$ cat config.mk
export PLATFORM = sky130hd
export DESIGN_NAME = adwin_ctrl
export DESIGN_NICKNAME = d
export VERILOG_FILES = /design/src/rtl/adwin_pkg.sv /design/src/rtl/adwin_code_map.sv /design/src/rtl/adwin_history.sv /design/src/rtl/adwin_window_ctrl.sv /design/src/rtl/adwin_ctrl.sv
export SDC_FILE = /design/constraint.sdc
export NUM_CORES = 1
export LEC_CHECK = 0
export BUFFER_PORTS_ARGS = -buffer_cell sky130_fd_sc_hd__buf_2
export CAP_MARGIN = 20
export CORE_MARGIN = 2
export CORE_UTILIZATION = 48
export DETAILED_ROUTE_END_ITERATION = 16
export PLACE_DENSITY = 0.75
export SYNTH_ARGS = -nofsm -noshare
export SYNTH_HDL_FRONTEND = slang
export SYNTH_HIERARCHICAL = 1
export SYNTH_SLANG_ARGS = --single-unit
$ cat constraint.sdc
create_clock -name clk -period 1.3 [get_ports clk]
set_clock_uncertainty 0.05 [all_clocks]
set_input_delay 0.39 -clock clk [delete_from_list [all_inputs] [get_ports clk]]
set_output_delay 0.39 -clock clk [all_outputs]
set_load 0.05 [all_outputs]
$ cat src/rtl/adwin_pkg.sv
package adwin_pkg;
  localparam int CODE_W = 2;
  typedef logic [CODE_W-1:0] err_code_t;
  localparam err_code_t CODE_BELOW  = 2'b00;
  localparam err_code_t CODE_INSIDE = 2'b01;
  localparam err_code_t CODE_ABOVE  = 2'b11;
  localparam err_code_t CODE_BAD    = 2'b10;
endpackage

$ cat src/rtl/adwin_code_map.sv
module adwin_code_map
  import adwin_pkg::*;
(
  input  logic      above_hi,
  input  logic      above_lo,
  output err_code_t code,
  output logic      in_win,
  output logic      bad_pair
);
  err_code_t raw;
  assign raw = {above_hi, above_lo};

  always_comb begin
    bad_pair = 1'b0;
    code     = raw;
    if (raw == CODE_BAD) begin
      code     = CODE_INSIDE;
      bad_pair = 1'b1;
    end
    in_win = (code == CODE_INSIDE);
  end
endmodule

$ cat src/rtl/adwin_history.sv
module adwin_history
  import adwin_pkg::*;
#(
  parameter int DEPTH = 4
) (
  input  logic                  clk,
  input  logic                  rst,
  input  logic                  shift_en,
  input  err_code_t             din,
  output logic [CODE_W*DEPTH-1:0] hist_flat,
  output logic [DEPTH-1:0]      inwin
);
  err_code_t ent [DEPTH];

  always_ff @(posedge clk) begin
    if (rst) begin
      for (int k = 0; k < DEPTH; k++) ent[k] <= CODE_BELOW;
    end else if (shift_en) begin
      ent[0] <= din;
      for (int k = 1; k < DEPTH; k++) ent[k] <= ent[k-1];
    end
  end

  for (genvar g = 0; g < DEPTH; g++) begin : g_tap
    assign hist_flat[CODE_W*g +: CODE_W] = ent[g];
    assign inwin[g] = (ent[g] == CODE_INSIDE);
  end

  // each older slot receives the previous contents of its neighbour
  if (DEPTH > 1) begin : g_chk
    a_r3_shift_order: assert property (@(posedge clk) disable iff (rst)
      shift_en |=> (ent[1] == $past(ent[0])));
  end
  a_r3_head_load: assert property (@(posedge clk) disable iff (rst)
    shift_en |=> (ent[0] == $past(din)));
endmodule

$ cat src/rtl/adwin_window_ctrl.sv
module adwin_window_ctrl #(
  parameter int DEPTH     = 4,
  parameter int SETTLE    = 2,
  parameter int LAT       = 2
) (
  input  logic             clk,
  input  logic             rst,
  input  logic             sample_en,
  input  logic             new_in_win,
  input  logic [DEPTH-1:0] inwin_hist,
  output logic             win_narrow,
  output logic             narrow_ready
);
  localparam int CNT_W = $clog2(LAT + 1);
  localparam logic [CNT_W-1:0] CNT_MAX = CNT_W'(LAT);

  logic             prior_ok;
  logic [CNT_W-1:0] age;

  if (SETTLE <= 1) begin : g_one
    assign prior_ok = 1'b1;
  end else begin : g_many
    assign prior_ok = &inwin_hist[SETTLE-2:0];
  end

  always_ff @(posedge clk) begin
    if (rst) begin
      win_narrow <= 1'b0;
    end else if (sample_en) begin
      if (!new_in_win)   win_narrow <= 1'b0;
      else if (prior_ok) win_narrow <= 1'b1;
    end
  end

  always_ff @(posedge clk) begin
    if (rst || !win_narrow) age <= '0;
    else if (age != CNT_MAX) age <= age + 1'b1;
  end

  assign narrow_ready = win_narrow && (age == CNT_MAX);

  // ready never stands without the narrow select
  a_r7_ready_needs_sel: assert property (@(posedge clk) disable iff (rst)
    narrow_ready |-> win_narrow);
  // an out-of-window sample drops the narrow select at once
  a_r6_fall_on_exit: assert property (@(posedge clk) disable iff (rst)
    (sample_en && !new_in_win) |=> !win_narrow);
  // the select only rises on a sampling edge
  a_r5_rise_on_sample: assert property (@(posedge clk) disable iff (rst)
    $rose(win_narrow) |-> $past(sample_en));
endmodule

$ cat src/rtl/adwin_ctrl.sv
module adwin_ctrl
  import adwin_pkg::*;
#(
  parameter int HIST_DEPTH = 4,
  parameter int SETTLE_CNT = 2,
  parameter int READY_LAT  = 2
) (
  input  logic                         clk,
  input  logic                         rst,
  input  logic                         sample_en,
  input  logic                         above_hi,
  input  logic                         above_lo,
  output logic [1:0]                   err_code,
  output logic                         code_valid,
  output logic [2*HIST_DEPTH-1:0]      hist_codes,
  output logic                         win_narrow,
  output logic                         narrow_ready,
  output logic                         illegal_seen
);
  err_code_t             cur_code;
  logic                  cur_in;
  logic                  cur_bad;
  logic [HIST_DEPTH-1:0] hist_in;

  adwin_code_map u_map (
    .above_hi (above_hi),
    .above_lo (above_lo),
    .code     (cur_code),
    .in_win   (cur_in),
    .bad_pair (cur_bad)
  );

  adwin_history #(.DEPTH(HIST_DEPTH)) u_hist (
    .clk       (clk),
    .rst       (rst),
    .shift_en  (sample_en),
    .din       (cur_code),
    .hist_flat (hist_codes),
    .inwin     (hist_in)
  );

  adwin_window_ctrl #(
    .DEPTH  (HIST_DEPTH),
    .SETTLE (SETTLE_CNT),
    .LAT    (READY_LAT)
  ) u_win (
    .clk          (clk),
    .rst          (rst),
    .sample_en    (sample_en),
    .new_in_win   (cur_in),
    .inwin_hist   (hist_in),
    .win_narrow   (win_narrow),
    .narrow_ready (narrow_ready)
  );

  always_ff @(posedge clk) begin
    if (rst) begin
      err_code     <= CODE_BELOW;
      code_valid   <= 1'b0;
      illegal_seen <= 1'b0;
    end else begin
      code_valid <= sample_en;
      if (sample_en) begin
        err_code <= cur_code;
        if (cur_bad) illegal_seen <= 1'b1;
      end
    end
  end

  // the flag, once set, stays until reset
  a_r8_sticky: assert property (@(posedge clk) disable iff (rst)
    illegal_seen |=> illegal_seen);
  // the forbidden code never leaves the block
  a_r2_legal_out: assert property (@(posedge clk) disable iff (rst)
    code_valid |-> (err_code != CODE_BAD));
  // valid follows a sample strobe
  a_r2_valid_src: assert property (@(posedge clk) disable iff (rst)
    code_valid |-> $past(sample_en));
  // idle edges keep code, history and select
  a_r4_hold: assert property (@(posedge clk) disable iff (rst)
    !sample_en |=> ($stable(err_code) && $stable(hist_codes) && $stable(win_narrow)));
endmodule

# == Word level (Yosys, flattened, before mapping) ==
# Memory sizes are Yosys's and may differ from the RTL's.
# Cells that the tools add are included.
# W data, S select, Z words.
# word_totals
ramBits,8
in_bits,5
register_bits,7
n_memories,1
# memory_table
name,words,word_bits,rd,rd_clocked_by_memory_dff,write_ports,line,text
u_hist.ent,4,2,4,0,4,adwin_history.sv:13,err_code_t ent [DEPTH];
# op_classes
n_eq_ne,6
n_reduce_logical,5
muxes,13
add_sub_neg,1
bitwise_logic,4
# ops
cell,n
$mux W2,5
$mux W1,8
$eq A2 B1 Y1 const B,2
$eq A2 B2 Y1 const B,2
$ne A2 B2 Y1 const B,2
$or A1 B1 Y1,4
$reduce_and A2 Y1,2
$add A2 B1 Y2 const B,1
$logic_and A1 B1 Y1,1
$logic_not A1 Y1,1
$logic_or A1 B1 Y1,1

# == Depth between registers and ports, before layout ==
# Gate-level depths: netlist of run 1.
# depth
depth_word,5
ltp_mapped,5
mapped_depth_nobuf,5

# == By module ==
# The synthesis of run 1 kept the hierarchy.
# modules_own_cells
mod,seq_area_each_um2,cells_each,area_per_inst_um2,instances
adwin_history,240.2,21,341.6,1
adwin_window_ctrl,60.1,15,137.6,1
adwin_ctrl,80.1,11,122.6,1
adwin_code_map,0.0,6,48.8,1

# == Worst setup path after synthesis of run 1 ==
# Ideal clock, no wire load.
# synth_path
path_kind,flip-flop to output port
start,register u_win.win_narrow
end,output narrow_ready
arrival_ps,1034
stages_incl_launch_ff,2
path_slack_ps,-174
path_cell_list,dfxtp_1 > and2_2
# synth_between
elab_chain_cells,1
# synth_rtl
item,line,text
"start, declared",adwin_window_ctrl.sv:11,"output logic win_narrow,"
"start signal, assigned",adwin_window_ctrl.sv:28,win_narrow <= 1'b0;
"start signal, assigned",adwin_window_ctrl.sv:30,if (!new_in_win) win_narrow <= 1'b0;
"start signal, assigned",adwin_window_ctrl.sv:31,else if (prior_ok) win_narrow <= 1'b1;
$logic_and A1 B1 Y1,adwin_window_ctrl.sv:40,assign narrow_ready = win_narrow && (age == CNT_MAX);
"end, declared",adwin_ctrl.sv:17,"output logic narrow_ready,"
# Every way passes these cells.

# == Final worst setup path of run 1 ==
# layout_path
start,register u_win.age[0]
end,output narrow_ready
# layout_between
elab_chain_cells,2
# layout_rtl
item,line,text
"start, declared",adwin_window_ctrl.sv:18,logic [CNT_W-1:0] age;
"start signal, assigned",adwin_window_ctrl.sv:37,else if (age != CNT_MAX) age <= age + 1'b1;
$eq A2 B2 Y1,adwin_window_ctrl.sv:40,
$logic_and A1 B1 Y1,adwin_window_ctrl.sv:40,
# Every way passes these cells.

==> results of run 1 <==
## layout by cell type (no fill, tap or decap), drive strengths merged
master   n
ha       4
nor2b    3
nor2     4
xor2     1
and2     1
clkbuf   5
nand2b   1
dfxtp    7
inv      4
nand2    1
a21oi    3
and3b    8
edfxtp   8
nor3     1
buf     24
or2      2
mux2i    2
## power groups by stage
stage	clock network, mW	logic [mW]	registers [mW]
finish	0.268	0.214	0.543
global route	0.281	0.228	0.547
CTS	0.269	0.215	0.544
detailed placement	0	0.183	0.550
global placement	0	0.180	0.548
floorplan	0	0.0347	0.640
## through the flow
step	hold WS [ns]	utilization, %	setup slack, ns	setup TNS, ns
2_1_floorplan	0.4020	-	0.008108	0
3_3_place_gp	0.3994	61.44	-0.03104	-0.03104
3_5_place_dp	0.4169	61.44	-0.05332	-0.05332
4_1_cts	0.4108	71.30	-0.2228	-0.3366
5_1_grt	0.4350	71.50	-0.2630	-0.5438
6_report	0.4104	71.50	-0.2295	-0.2983
## layer usage
metal  vias to the layer above  share of wire, %  track usage, %
li1                        232                 -               -
met4                         0               3.0           15.00
met1                       211                41           20.21
met2                        15                50           29.84
met3                         4               5.9           4.444
met5                         -                 0               0
## state kept, by name, summed over array words and instances (netlist names)
name and cells:
code_valid 1, err_code 2, illegal_seen 1, u_hist/ent 8
u_win/age 2, u_win/win_narrow 1
## worst max-delay path: cells and delay by family, from the launching register on
kind	cells	cell delay (ns)
flip-flops	1	0.35
AND/OR/NAND/NOR	1	0.13
buffers and inverters	2	0.18
adder cells (fa/ha/maj)	1	0.14
## path summary, 6_finish.rpt
check	to	slack, ns	depth (start not counted)
max reg2reg	u_win/age[1]$_SDFFE_PP0P_	0.13	5
min	code_valid$_SDFF_PP0_	0.41	3
min reg2reg	illegal_seen$_SDFFE_PP0P_	0.44	2
max	narrow_ready	-0.23	4
## timing repair
action                     4_1_cts  5_1_grt
pin swaps                        1        0
gates resized for setup         28        1
hold buffers                     0        0
setup buffers                    2        0
setup endpoints to repair       13       11
## final cells by class
cell class | count | area (um^2)
Clock buffer | 4 | 26.28
Fill cell | 98 | 361.6
Inverter | 4 | 15.01
Multi-Input combinational cell | 31 | 250.2
Sequential cell | 15 | 384.1
Tap cell | 15 | 18.77
Timing Repair Buffer | 25 | 212.7
==> flow_metrics.tcl, run 1 <==
set metrics [dict create \
    status "finished with violations" \
    violations "setup timing" \
    grt_pass1_wl_um 1787 \
    initial_utilization_pct 49.80 \
    io_pins 19 \
    clock.fmax_mhz 653.8 \
    tritoncts "done" \
    worstPathMaxFanout 2 \
    fp.dieH_um 40.28 \
    swShare_pct 29.24 \
    grt_max_degree 15 \
    wl_per_cell_um 12.70 \
    fin_cells 94 \
    port_buffers 18 \
    reg2reg_from "u_win/age[0]$_SDFFE_PP0P_" \
    die_area_um2 1622 \
    p_comb_share_pct 20.9 \
    globalRouteOverflowTotal 0 \
    slew_headroom_pct 75.94 \
    p_sw_mw 0.2997 \
    fin_area_um2 907.1 \
    cp-end-kind "output pin" \
    clk_pin_slew_ns 0.09 \
    cp.required_ns 0.86 \
    clk_latency_ns 0.28 \
    critical_path.startpoint "u_win/age[0]$_SDFFE_PP0P_" \
    worst_pin_slew_ns 0.3609 \
    rsz0062_at_grt "yes" \
    setup_slack_ns -0.2295 \
    antenna_found_initial 0 \
    synth_area_um2 631.9 \
    powerDensity_nw_per_um2 1130 \
    cpMaxStageDelayCell "dfxtp_2" \
    hp-class "in -> reg" \
    seq_power_share_pct 53.0 \
    finalHoldViolCount 0 \
    critPathMaxStageDelay_ns 0.35 \
    vias_per_cell 4.915 \
    nets 89 \
    p_int_mw 0.7253 \
    cts_buffer_depth 2 \
    drt-initial-drc-count 0 \
    yosysWarnings 6 \
    route.detailed.drc 0 \
    finalSetupViolations 5 \
    period_share_pct 117.7 \
    maxCapViolCount 0 \
    root_buffer "clkbuf_4" \
    diodes 0 \
    synth_area_per_cell_um2 12.64 \
    first_global_vias 428 \
    place_area_um2 779.5 \
    drive_gt1_share_pct 44.30 \
    vias 462 \
    row_count 13 \
    clkPwrFrac_pct 26.1 \
    leakage_nw 0.4461 \
    power_mw 1.025 \
    max-vdd-ir-drop_mv 0.6971 \
    grtUsageTotal_pct 18.38 \
    worstPathCellList "inv_2 > ha_4 > and2_4 > buf_8" \
    fp.dieW_um 40.28 \
    drtPass1Iterations 1 \
    min_from "rst" \
    fin_crit_ns 1.529 \
    gp_routability_congestion 0.7205 \
    dp_hpwl_um 820.7 \
    cp.arrival_ns 1.09 \
    dpl.cell_count 88 \
    syn_inst 50 \
    drv_slew 0 \
    core_area_um2 1269 \
    cts.sinks 15 \
    cts_buffers 3 \
    antenna_left 0 \
    htreeDepth 1 \
    wl_um 1194 \
    path_class "reg -> out" \
    cp-start-kind "flip-flop" \
    synth_nets 59 \
    syn2layout_area_growth_pct 43.56 \
]
(Power assumes the default switching activity.)
==> inputs of run 2 (changes only) <==
--- a/config.mk
+++ b/config.mk
@@ -11,6 +11,7 @@
 export CORE_UTILIZATION = 48
 export DETAILED_ROUTE_END_ITERATION = 16
 export PLACE_DENSITY = 0.75
+export RECOVER_POWER = 100
 export SYNTH_ARGS = -nofsm -noshare
 export SYNTH_HDL_FRONTEND = slang
 export SYNTH_HIERARCHICAL = 1
==> flow_metrics.tcl, run 2 (synthesis results as in run 1) <==
set metrics [dict create \
    status "finished with violations" \
    violations "setup timing" \
    root_buffer "clkbuf_4" \
    largest_reg_flops 8 \
    wl_met3_um 71 \
    clkPwrFrac_pct 26.3 \
    swShare_pct 29.36 \
    syn2layout_area_growth_pct 41.78 \
    wl_per_cell_um 12.84 \
    rsz0062_at_grt "yes" \
    die_area_um2 1622 \
    finalHoldViolCount 0 \
    port_buffers 18 \
    drv_slew 0 \
    vias_per_cell 4.947 \
    wl_um 1207 \
    cp.arrival_ns 1.09 \
    tritoncts "done" \
    wl_met1_um 504 \
    vias 465 \
    seq_power_share_pct 53.1 \
    dr_wl_met2_um 595 \
    drive_gt1_share_pct 37.97 \
    route.detailed.drc 0 \
    fp.dieW_um 40.28 \
    grt_pass1_wl_um 1787 \
    clk_pin_slew_ns 0.09 \
    fin_crit_ns 1.530 \
    cts_buffer_depth 2 \
    path_class "reg -> out" \
    first_global_vias 428 \
    cts.sinks 15 \
    drtPass1Iterations 2 \
    io_pins 19 \
    cp-start-kind "flip-flop" \
    nets 89 \
    p_comb_share_pct 20.6 \
    cp-end-kind "output pin" \
    htreeDepth 1 \
    drt-initial-drc-count 1 \
    largest-register "u_hist/ent" \
    finalSetupViolations 5 \
    antenna_found_initial 0 \
    max-vdd-ir-drop_mv 0.6793 \
    cts_buffers 3 \
    worstPathMaxFanout 2 \
    p_sw_mw 0.3001 \
    final_cell_mix "buf_6, and3b_1, edfxtp_1, buf_4, clkbuf_4" \
    hp-class "in -> reg" \
    gp_routability_congestion 0.7205 \
    dp_hpwl_um 820.7 \
    worst_pin_slew_ns 0.5843 \
    cts_hold_buf 0 \
    fp.dieH_um 40.28 \
    slew_headroom_pct 61.05 \
    tns_ns -0.3020 \
    initial_utilization_pct 49.80 \
    grtUsageTotal_pct 18.38 \
    globalRouteOverflowTotal 0 \
    period_share_pct 117.7 \
    top_layer_used "met4" \
    p_int_mw 0.7221 \
    setup_slack_ns -0.2300 \
    timing.hold.ws_ns 0.4094 \
    core_area_um2 1269 \
    cp.required_ns 0.86 \
    clock.fmax_mhz 653.6 \
    antenna_left 0 \
    clk_latency_ns 0.28 \
    maxCapViolCount 0 \
    leakage_nw 0.4329 \
    grt_max_degree 15 \
    largestRegisters "u_hist/ent: 8 flops, err_code: 2 flops, u_win/age: 2 flops" \
    powerDensity_nw_per_um2 1141 \
    row_count 13 \
    diodes 0 \
]
run 2: cell types whose count changed in the layout (fill, tap and decap cells not counted), sizes merged:
| cell | delta |
|---|---|
| buf | -6 |
| clkbuf | +6 |
run 2: path summary, 6_finish.rpt:
kind                                  start                         to  slack [ns]  depth (start not counted)
hold reg to reg   illegal_seen$_SDFFE_PP0P_  illegal_seen$_SDFFE_PP0P_        0.44                          2
setup / recovery  u_win/age[0]$_SDFFE_PP0P_               narrow_ready       -0.23                          4
hold / removal                          rst      code_valid$_SDFF_PP0_        0.41                          3
setup reg to reg  u_win/age[0]$_SDFFE_PP0P_  u_win/age[1]$_SDFFE_PP0P_        0.12                          5
run 2: cell type report:
| cell class | instances | area [um^2] |
|---|---|---|
| inverters | 4 | 15.01 |
| fillers | 104 | 372.9 |
| well taps | 15 | 18.77 |
| multi-input cells | 31 | 246.5 |
| clock buffers | 4 | 26.28 |
| flip-flops and latches | 15 | 384.1 |
| repair buffers | 25 | 205.2 |
run 2: per-stage QoR:
step / cells / utilization (%) / instance area, um^2 / setup WS, ns / total power [mW]
final: 94 / 70.61 / 895.9 / -0.2300 / 1.022
after global routing: 94 / 70.61 / 895.9 / -0.2630 / 1.052
after CTS: 94 / 71.30 / 904.6 / -0.2228 / 1.027
after detailed placement: 88 / 61.44 / 779.5 / -0.05332 / 0.7330
after global placement: 88 / 61.44 / 779.5 / -0.03104 / 0.7285
after floorplan: 50 / - / 633.1 / 0.008108 / 0.6749
run 2: worst max-delay path: stages, from the launching register on:
cell	delay, ns
dfxtp_2	0.35
inv_2	0.04
ha_4	0.14
and2_4	0.13
buf_8	0.14
run 2: power by group through the flow:
stage,sequential [mW],clock [mW],combinational [mW]
6_report,0.543,0.268,0.211
5_1_grt,0.547,0.281,0.224
4_1_cts,0.544,0.269,0.215
3_5_place_dp,0.550,0,0.183
3_3_place_gp,0.548,0,0.180
2_1_floorplan,0.640,0,0.0347
run 2: timing repair:
item / in CTS / in global routing
setup buffers: 2 / 0
gates cloned: 0 / 0
setup endpoints to repair: 13 / 11
pin swaps: 1 / 0
resized for setup: 28 / 1
run 2: per-layer routing:
metal / vias to the layer above / GRT usage, %
met2: 15 / 29.84
met1: 214 / 20.21
met3: 4 / 4.444
met5: - / 0
met4: 0 / 15.00
li1: 232 / -
==> inputs of run 3 (changes only) <==
==> constraint.sdc (replaced) <==
create_clock -name clk -period 1.3 [get_ports clk]
set_clock_uncertainty 0.05 [all_clocks]
set_input_delay 0.13 -clock clk [delete_from_list [all_inputs] [get_ports clk]]
set_output_delay 0.13 -clock clk [all_outputs]
set_load 0.05 [all_outputs]
==> flow_metrics.tcl, run 3 (synthesis results as in run 1) <==
set metrics [dict create \
    status "complete, no violations" \
    place_area_um2 755.7 \
    cts_buffer_depth 2 \
    nets 87 \
    largest-register "u_hist/ent" \
    clk_latency_ns 0.28 \
    top_layer_used "met4" \
    powerDensity_nw_per_um2 1192 \
    cp.arrival_ns 1.10 \
    min_from "rst" \
    maxCapViolCount 0 \
    diodes 0 \
    max-vdd-ir-drop_mv 0.5916 \
    globalRouteOverflowTotal 0 \
    fin_util_pct 65.09 \
    vias_per_cell 4.924 \
    clock.fmax_mhz 784.3 \
    tritoncts "done" \
    dp_hpwl_um 752.4 \
    slew_headroom_pct 61.87 \
    cp-end-kind "output pin" \
    cts_hold_buf 0 \
    cts_buffers 3 \
    fin_crit_ns 1.275 \
    die_area_um2 1622 \
    initial_utilization_pct 49.80 \
    critPathMaxStageDelay_ns 0.34 \
    wl_um 1125 \
    largest_reg_flops 8 \
    worst_pin_slew_ns 0.5720 \
    dr_wl_met2_um 582 \
    core_area_um2 1269 \
    drt-initial-drc-count 0 \
    wl_per_cell_um 12.23 \
    cp-start-kind "flip-flop" \
    path_class "reg -> out" \
    drtPass1Iterations 1 \
    fin_cells 92 \
    final_cell_mix "buf_2, and3b_1, edfxtp_1, dfxtp_1" \
    min_to "code_valid$_SDFF_PP0_" \
    worstPathCellList "inv_2 > ha_4 > and2_4 > buf_8" \
    drive_gt1_share_pct 38.96 \
    multi_input_area_um2 250.2 \
    r2r_end "u_win/age[1]$_SDFFE_PP0P_" \
    grtUsageTotal_pct 17.04 \
    root_buffer "clkbuf_4" \
    wl_met3_um 54 \
    leakage_nw 0.4176 \
    io_pins 19 \
    fp.dieH_um 40.28 \
    period_share_pct 98.08 \
    syn2layout_area_growth_pct 30.69 \
    first_global_vias 416 \
    seqCellArea_um2 382.9 \
    antenna_found_initial 0 \
    cpMaxStageDelayCell "dfxtp_2" \
    grt_max_degree 15 \
    finalSetupViolations 0 \
    route.detailed.drc 0 \
    vias 453 \
    rrSetupSlack_ns 0.16 \
    cts.sinks 15 \
    largestRegisters "u_hist/ent: 8 flops, err_code: 2 flops, u_win/age: 2 flops" \
    finalHoldViolCount 0 \
    worstPathMaxFanout 2 \
    dpl.cell_count 85 \
    wl_met1_um 475 \
    fp.dieW_um 40.28 \
    drv_slew 0 \
    antenna_left 0 \
    fill_cells 103 \
    port_buffers 18 \
    htreeDepth 1 \
    cp.required_ns 1.12 \
    fin_area_um2 825.8 \
    hp-class "in -> reg" \
    worstRegToRegCells 5 \
    clk_pin_slew_ns 0.09 \
    layout_commonest_cell "buf_2" \
    row_count 13 \
    grt_pass1_wl_um 1711 \
    holdPathStages 3 \
    reg2reg_from "u_win/age[0]$_SDFFE_PP0P_" \
    gp_routability_congestion 0.6792 \
]
## run 3: repair_timing
item                                    CTS  global route
resized for setup                         6             3
endpoints found under the setup margin    1             1
pin swaps                                 0             1
setup buffers                             2             1
## run 3: final cells by class
class                      count  share of cell area, %
clock buffer                   4                  3.182
inverter                       4                  1.818
multi-input combinational     31                  30.30
sequential                    15                  46.36
tap                           15                  2.273
timing repair buffer          23                  16.06
## run 3: critical path: cells and delay by family, from the launching register on
| family | cells | cell delay, ns |
|---|---|---|
| adders and majority gates | 1 | 0.15 |
| buffers and inverters | 2 | 0.18 |
| DFF | 1 | 0.34 |
| and+or+nand+nor | 1 | 0.14 |
## run 3: worst max-delay path by stage
stage,start,endpoint,depth (start not counted)
detailed placement,u_win/age[0]$_SDFFE_PP0P_,narrow_ready,4
finish,u_win/age[0]$_SDFFE_PP0P_,narrow_ready,4
CTS,u_win/age[0]$_SDFFE_PP0P_,narrow_ready,4
global placement,u_win/age[0]$_SDFFE_PP0P_,narrow_ready,4
global route,u_win/age[0]$_SDFFE_PP0P_,narrow_ready,4
floorplan,u_win/win_narrow$_SDFFE_PP0P_,narrow_ready,1
## run 3: layer usage
layer | vias up | GRT usage [%]
met1 | 212 | 18.60
met2 | 13 | 29.03
met3 | 2 | 3.333
met5 | - | 0
li1 | 226 | -
met4 | 0 | 12.50
## run 3: stage by stage
| step | setup TNS [ns] | power, mW | hold WS (ns) | worst slack, ns |
|---|---|---|---|---|
| global placement | 0 | 0.7244 | 0.3994 | 0.1699 |
| detailed placement | 0 | 0.7290 | 0.4098 | 0.1458 |
| floorplan | 0 | 0.6745 | 0.1516 | 0.08649 |
| global route | -0.004701 | 1.020 | 0.2235 | -0.004701 |
| CTS | 0 | 0.9905 | 0.1539 | 0.01719 |
| finish | 0 | 0.9842 | 0.1818 | 0.02490 |
## run 3: power by group
group	internal [mW]	switching, mW
clock	0.119	0.146
combinational	0.0471	0.133
sequential	0.526	0.0122
total	0.693	0.292
